==> src/rtl/mulx_pkg.sv <==
package mulx_pkg;
  typedef struct packed {
    logic a_signed;
    logic b_signed;
    logic narrow;
  } mulx_mode_t;
endpackage

==> src/rtl/mulx_operand_ext.sv <==
module mulx_operand_ext #(
  parameter int DATA_W   = 16,
  parameter int NARROW_W = 8
) (
  input  logic                     signed_i,
  input  logic                     narrow_i,
  input  logic [DATA_W-1:0]        op_i,
  output logic signed [DATA_W:0]   ext_o
);
  localparam int EXT_W = DATA_W + 1;
  localparam int PAD_W = EXT_W - NARROW_W;

  logic fill;

  always_comb begin
    if (narrow_i) begin
      fill  = signed_i & op_i[NARROW_W-1];
      ext_o = {{PAD_W{fill}}, op_i[NARROW_W-1:0]};
    end else begin
      fill  = signed_i & op_i[DATA_W-1];
      ext_o = {fill, op_i};
    end
  end


  always_comb begin
    narrow_unsigned_pad_chk: assert (!(narrow_i && !signed_i) || ext_o[EXT_W-1:NARROW_W] == '0);
  end
endmodule

==> src/rtl/mulx_array.sv <==
module mulx_array #(
  parameter int EXT_W = 17,
  parameter int OUT_W = 32
) (
  input  logic signed [EXT_W-1:0] a_i,
  input  logic signed [EXT_W-1:0] b_i,
  output logic        [OUT_W-1:0] prod_o
);
  localparam int PROD_W = 2 * EXT_W;

  logic signed [PROD_W-1:0] full;

  always_comb begin
    full   = a_i * b_i;
    prod_o = full[OUT_W-1:0];
  end


  always_comb begin
    discard_fit_chk: assert (full[PROD_W-1] == full[PROD_W-2]);
  end
endmodule

==> src/rtl/mulx_result_reg.sv <==
module mulx_result_reg #(
  parameter int OUT_W = 32
) (
  input  logic             clk,
  input  logic             rst,
  input  logic             load_i,
  input  logic [OUT_W-1:0] prod_i,
  output logic [OUT_W-1:0] product_o,
  output logic             valid_o
);
  always_ff @(posedge clk) begin
    if (rst) begin
      product_o <= '0;
      valid_o   <= 1'b0;
    end else begin
      valid_o <= load_i;
      if (load_i) product_o <= prod_i;
    end
  end


  valid_after_start_chk: assert property (@(posedge clk) disable iff (rst) load_i |=> valid_o);

  valid_idle_chk: assert property (@(posedge clk) disable iff (rst) !load_i |=> !valid_o);

  product_hold_chk: assert property (@(posedge clk) disable iff (rst) !load_i |=> $stable(product_o));
endmodule

==> src/rtl/mulx_core.sv <==
module mulx_core
  import mulx_pkg::*;
#(
  parameter int DATA_W   = 16,
  parameter int NARROW_W = 8
) (
  input  logic                clk,
  input  logic                rst,
  input  logic                start_i,
  input  logic [DATA_W-1:0]   a_i,
  input  logic [DATA_W-1:0]   b_i,
  input  logic                a_signed_i,
  input  logic                b_signed_i,
  input  logic                narrow_i,
  output logic [2*DATA_W-1:0] product_o,
  output logic                valid_o
);
  localparam int EXT_W  = DATA_W + 1;
  localparam int OUT_W  = 2 * DATA_W;
  localparam int HALF_W = 2 * NARROW_W;

  mulx_mode_t mode;
  logic signed [EXT_W-1:0] a_ext, b_ext;
  logic [OUT_W-1:0] prod;

  assign mode = '{a_signed: a_signed_i, b_signed: b_signed_i, narrow: narrow_i};

  mulx_operand_ext #(.DATA_W(DATA_W), .NARROW_W(NARROW_W)) ext_a_i (
    .signed_i(mode.a_signed), .narrow_i(mode.narrow), .op_i(a_i), .ext_o(a_ext));

  mulx_operand_ext #(.DATA_W(DATA_W), .NARROW_W(NARROW_W)) ext_b_i (
    .signed_i(mode.b_signed), .narrow_i(mode.narrow), .op_i(b_i), .ext_o(b_ext));

  mulx_array #(.EXT_W(EXT_W), .OUT_W(OUT_W)) array_i (
    .a_i(a_ext), .b_i(b_ext), .prod_o(prod));

  mulx_result_reg #(.OUT_W(OUT_W)) result_i (
    .clk(clk), .rst(rst), .load_i(start_i), .prod_i(prod),
    .product_o(product_o), .valid_o(valid_o));


  word_unsigned_chk: assert property (@(posedge clk) disable iff (rst)
    (start_i && !narrow_i && !a_signed_i && !b_signed_i) |=>
    product_o == ({{DATA_W{1'b0}}, $past(a_i)} * {{DATA_W{1'b0}}, $past(b_i)}));

  narrow_zero_ext_chk: assert property (@(posedge clk) disable iff (rst)
    (start_i && narrow_i && !a_signed_i && !b_signed_i) |=> product_o[OUT_W-1:HALF_W] == '0);

  narrow_sign_ext_chk: assert property (@(posedge clk) disable iff (rst)
    (start_i && narrow_i && (a_signed_i || b_signed_i)) |=>
    product_o[OUT_W-1:HALF_W] == {(OUT_W-HALF_W){product_o[HALF_W-1]}});
endmodule

==> config.mk <==
export PLATFORM = sky130hd
export DESIGN_NAME = mulx_core
export DESIGN_NICKNAME = d
export VERILOG_FILES = /design/src/rtl/mulx_pkg.sv /design/src/rtl/mulx_operand_ext.sv /design/src/rtl/mulx_array.sv /design/src/rtl/mulx_result_reg.sv /design/src/rtl/mulx_core.sv
export SDC_FILE = /design/constraint.sdc
export NUM_CORES = 1
export LEC_CHECK = 0
export ABC_AREA = 1
export BUFFER_PORTS_ARGS = -buffer_cell sky130_fd_sc_hd__clkbuf_2
export CORE_UTILIZATION = 65
export CTS_CLUSTER_DIAMETER = 150
export CTS_CLUSTER_SIZE = 30
export DETAILED_ROUTE_END_ITERATION = 16
export PLACE_DENSITY = 0.95
export SYNTH_ARGS = -nofsm -noshare
export SYNTH_HDL_FRONTEND = slang
export SYNTH_HIERARCHICAL = 1
export SYNTH_SLANG_ARGS = --single-unit
==> constraint.sdc <==
create_clock -name clk -period 14.7 [get_ports clk]
set_input_delay 0.735 -clock clk [delete_from_list [all_inputs] [get_ports clk]]
set_output_delay 0.735 -clock clk [all_outputs]
set_load 0.005 [all_outputs]
==> out/metrics.cfg <==
[timing]
rsz0062_at_grt=false
setup_viol=0
fin_skew_ns=0
fin_crit_ns=7.147
max_freq_mhz=139.9
tightest_slew_ns=1.117
tns_ns=0
hold_ws_ns=0.4682
maxSlewViolCount=0
post-route-period-util_pct=48.62
hold_violations=0
slew_headroom_pct=25.51

[critical_path]
crit_path_end_kind=register
worstReg2RegStart=result_i/product_o[10]
crit_arrival_ns=7.35
worst_path_most_repeated_cell=nand2_1
regToRegEndpoint=result_i/product_o[10]
path_max_fanout=18
r2r_cells=2
critical_path.max_stage_delay_ns=0.86
worstPathRequired_ns=14.90
slowest_stage=fa_1
cp-start-kind=input pin
worst-path-buf-inv=6
r2r_slack_ns=14.02
path_delay_family=adder cells
path_class=input pin to register
cp.depth=26

[place]
dp_hpwl_mm=26.24
portBuffers=70
place_congestion=0.8898

[run]
drv_cap=0

[grt]
antenna_found_initial=0
grt_pass1_vias=11780
grt_pass1_wl_mm=52.44
grt.overflow.total=0
grt_usage_pct=32.60
grt_max_degree=66

[floorplan]
core_um2=19590
die_x_um=143.8
start_util_pct=66.76
io_pins=71
die_area_um2=20690
die_h_um=143.8
rows=51

[synth]
synth_area_um2=13080
synthArstFlopShare_pct=0
synthFlopType=dfxtp_1
synth_seq_area_share_pct=5.052
synth_cells=1775
synth_edf_count=0
synth_cell_type_count=34
ys_ff_latch=33
yosys_warnings=6
syn_area_per_cell_um2=7.368
synth_fp_nets=2177

[hold_path]
min-delay-path-class=register to register
whs_endpoint=result_i/product_o[15]
whs_path_depth=2
hold_start=result_i/product_o[15]

[detailed_routing]
drt-wirelength-per-cell_um=15.51
dr.pass1.iters=6
route.detailed.drc=0
vias_per_cell=5.377
drtIter0Drc=859
wl_mm=31.40
antenna_left=0
vias=10880

[final_layout]
n_fill_cell=1517
area_delta_synth_final_pct=2.794
multiInputGateArea_um2=9976
drive_gt1_share_pct=7.049
num_antenna_cells=0
seqCellArea_um2=660.6
nets=2161

[clocking]
worstSkewPairLatency_ns=0.27
clockRootBuffer=clkbuf_16
clk_pin_slew_ns=0.05
postCtsSetupRepairBufs=0
cts_inserted_buffers=5
htree_levels=2
cts_tree=yes
hold_buffers=0
cts.path.max_buffers=2
cts_resized=0
clock_sinks=33

[run_status]
status=finished, final reports clean

[Yosys cell counts, types with 3 or more instances]
cell type	number	share of area (%)
buf_4	19	1.1
buf_6	4	0.34
nand3_1	35	1.3
inv_2	4	0.11
xor2_1	19	1.3
nor3_1	8	0.31
nand2_1	482	14
o21ai_1	4	0.15
nor2_2	10	0.48
fa_1	282	43
clkbuf_1	61	1.8
o21bai_1	3	0.17
o21ai_0	9	0.34
nor2_1	107	3.1
ha_1	82	7.8
nand3_2	5	0.38
xnor2_1	6	0.40
a21oi_1	27	1.0
nand2_2	13	0.62
dfxtp_1	33	5.1
a21oi_2	3	0.20
inv_1	524	15
or2_2	6	0.29
buf_2	7	0.27
nand4_1	9	0.43
[cells by family after synthesis]
logic type	synth area share [%]
DFF	5.052
buffers and inverters	18.67
AOI/OAI and AO/OA	2.363
xor gates and xnor gates	1.674
and+or+nand+nor	21.23
adders and majority gates	51.01
[metal layers]
layer	GRT usage, %	vias to the layer above	routed length [um]
met5	0	-	0
met4	20.16	0	1986
met3	3.565	162	1895
met2	59.60	529	16490
met1	36.22	5291	11020
li1	-	4901	-
[area by class of cell]
| cell class | count | area share [%] |
|---|---|---|
| multi-input combinational | 1121 | 74.21 |
| inverter | 528 | 14.74 |
| sequential | 33 | 4.914 |
| timing repair buffer | 70 | 2.606 |
| tap | 265 | 2.466 |
| clock buffer | 7 | 1.061 |
[per-stage QoR]
stage	worst slack, ns	instance area (um^2)	utilization (%)	cells
final	7.553	13440	68.62	2024
after global routing	7.139	13440	68.62	2024
after CTS	7.574	13440	68.62	2024
after detailed placement	7.309	13300	67.89	2017
after global placement	7.635	13300	67.89	2017
after floorplan	8.507	13080	-	1775
[worst register-to-register path, cell delays in order, from the launching register on]
cell     delay (ns)
dfxtp_1        0.35
nor2_1         0.07
nor2_1         0.18
[flip-flops by register name (all words and copies together) (netlist names)]
| signal | cells |
|---|---|
| result_i/product_o | 32 |
| result_i/valid_o | 1 |
[layout by cell type, fill, tap and decap left out, types with 2 or more instances in the layout]
| master | instances |
|---|---|
| nand3_2 | 5 |
| a21oi_2 | 3 |
| clkbuf_16 | 5 |
| ha_1 | 82 |
| inv_1 | 524 |
| or2_2 | 6 |
| nor2_2 | 10 |
| nor3_2 | 2 |
| xor2_1 | 19 |
| nand2_1 | 482 |
| nand3_4 | 2 |
| nand3_1 | 35 |
| xnor2_1 | 6 |
| nand2_2 | 13 |
| a21oi_1 | 27 |
| inv_2 | 4 |
| fa_1 | 282 |
| dfxtp_1 | 33 |
| nor2_1 | 107 |
| nand4_1 | 9 |
| a21o_1 | 2 |
| nor3_1 | 8 |
| o21bai_1 | 3 |
| o21ai_0 | 9 |
| o21ai_1 | 4 |
| clkbuf_2 | 70 |
[worst max-delay path by stage]
stage	startpoint	end
6_report	a_i[7]	result_i/product_o[30]
3_5_place_dp	a_i[7]	result_i/product_o[30]
3_3_place_gp	a_i[7]	result_i/product_o[30]
2_1_floorplan	narrow_i	result_i/product_o[31]
5_1_grt	a_i[7]	result_i/product_o[30]
4_1_cts	a_i[7]	result_i/product_o[30]
Power is not shown: default switching activity piles up to over one toggle a cycle in this logic, so the estimate is an artifact.
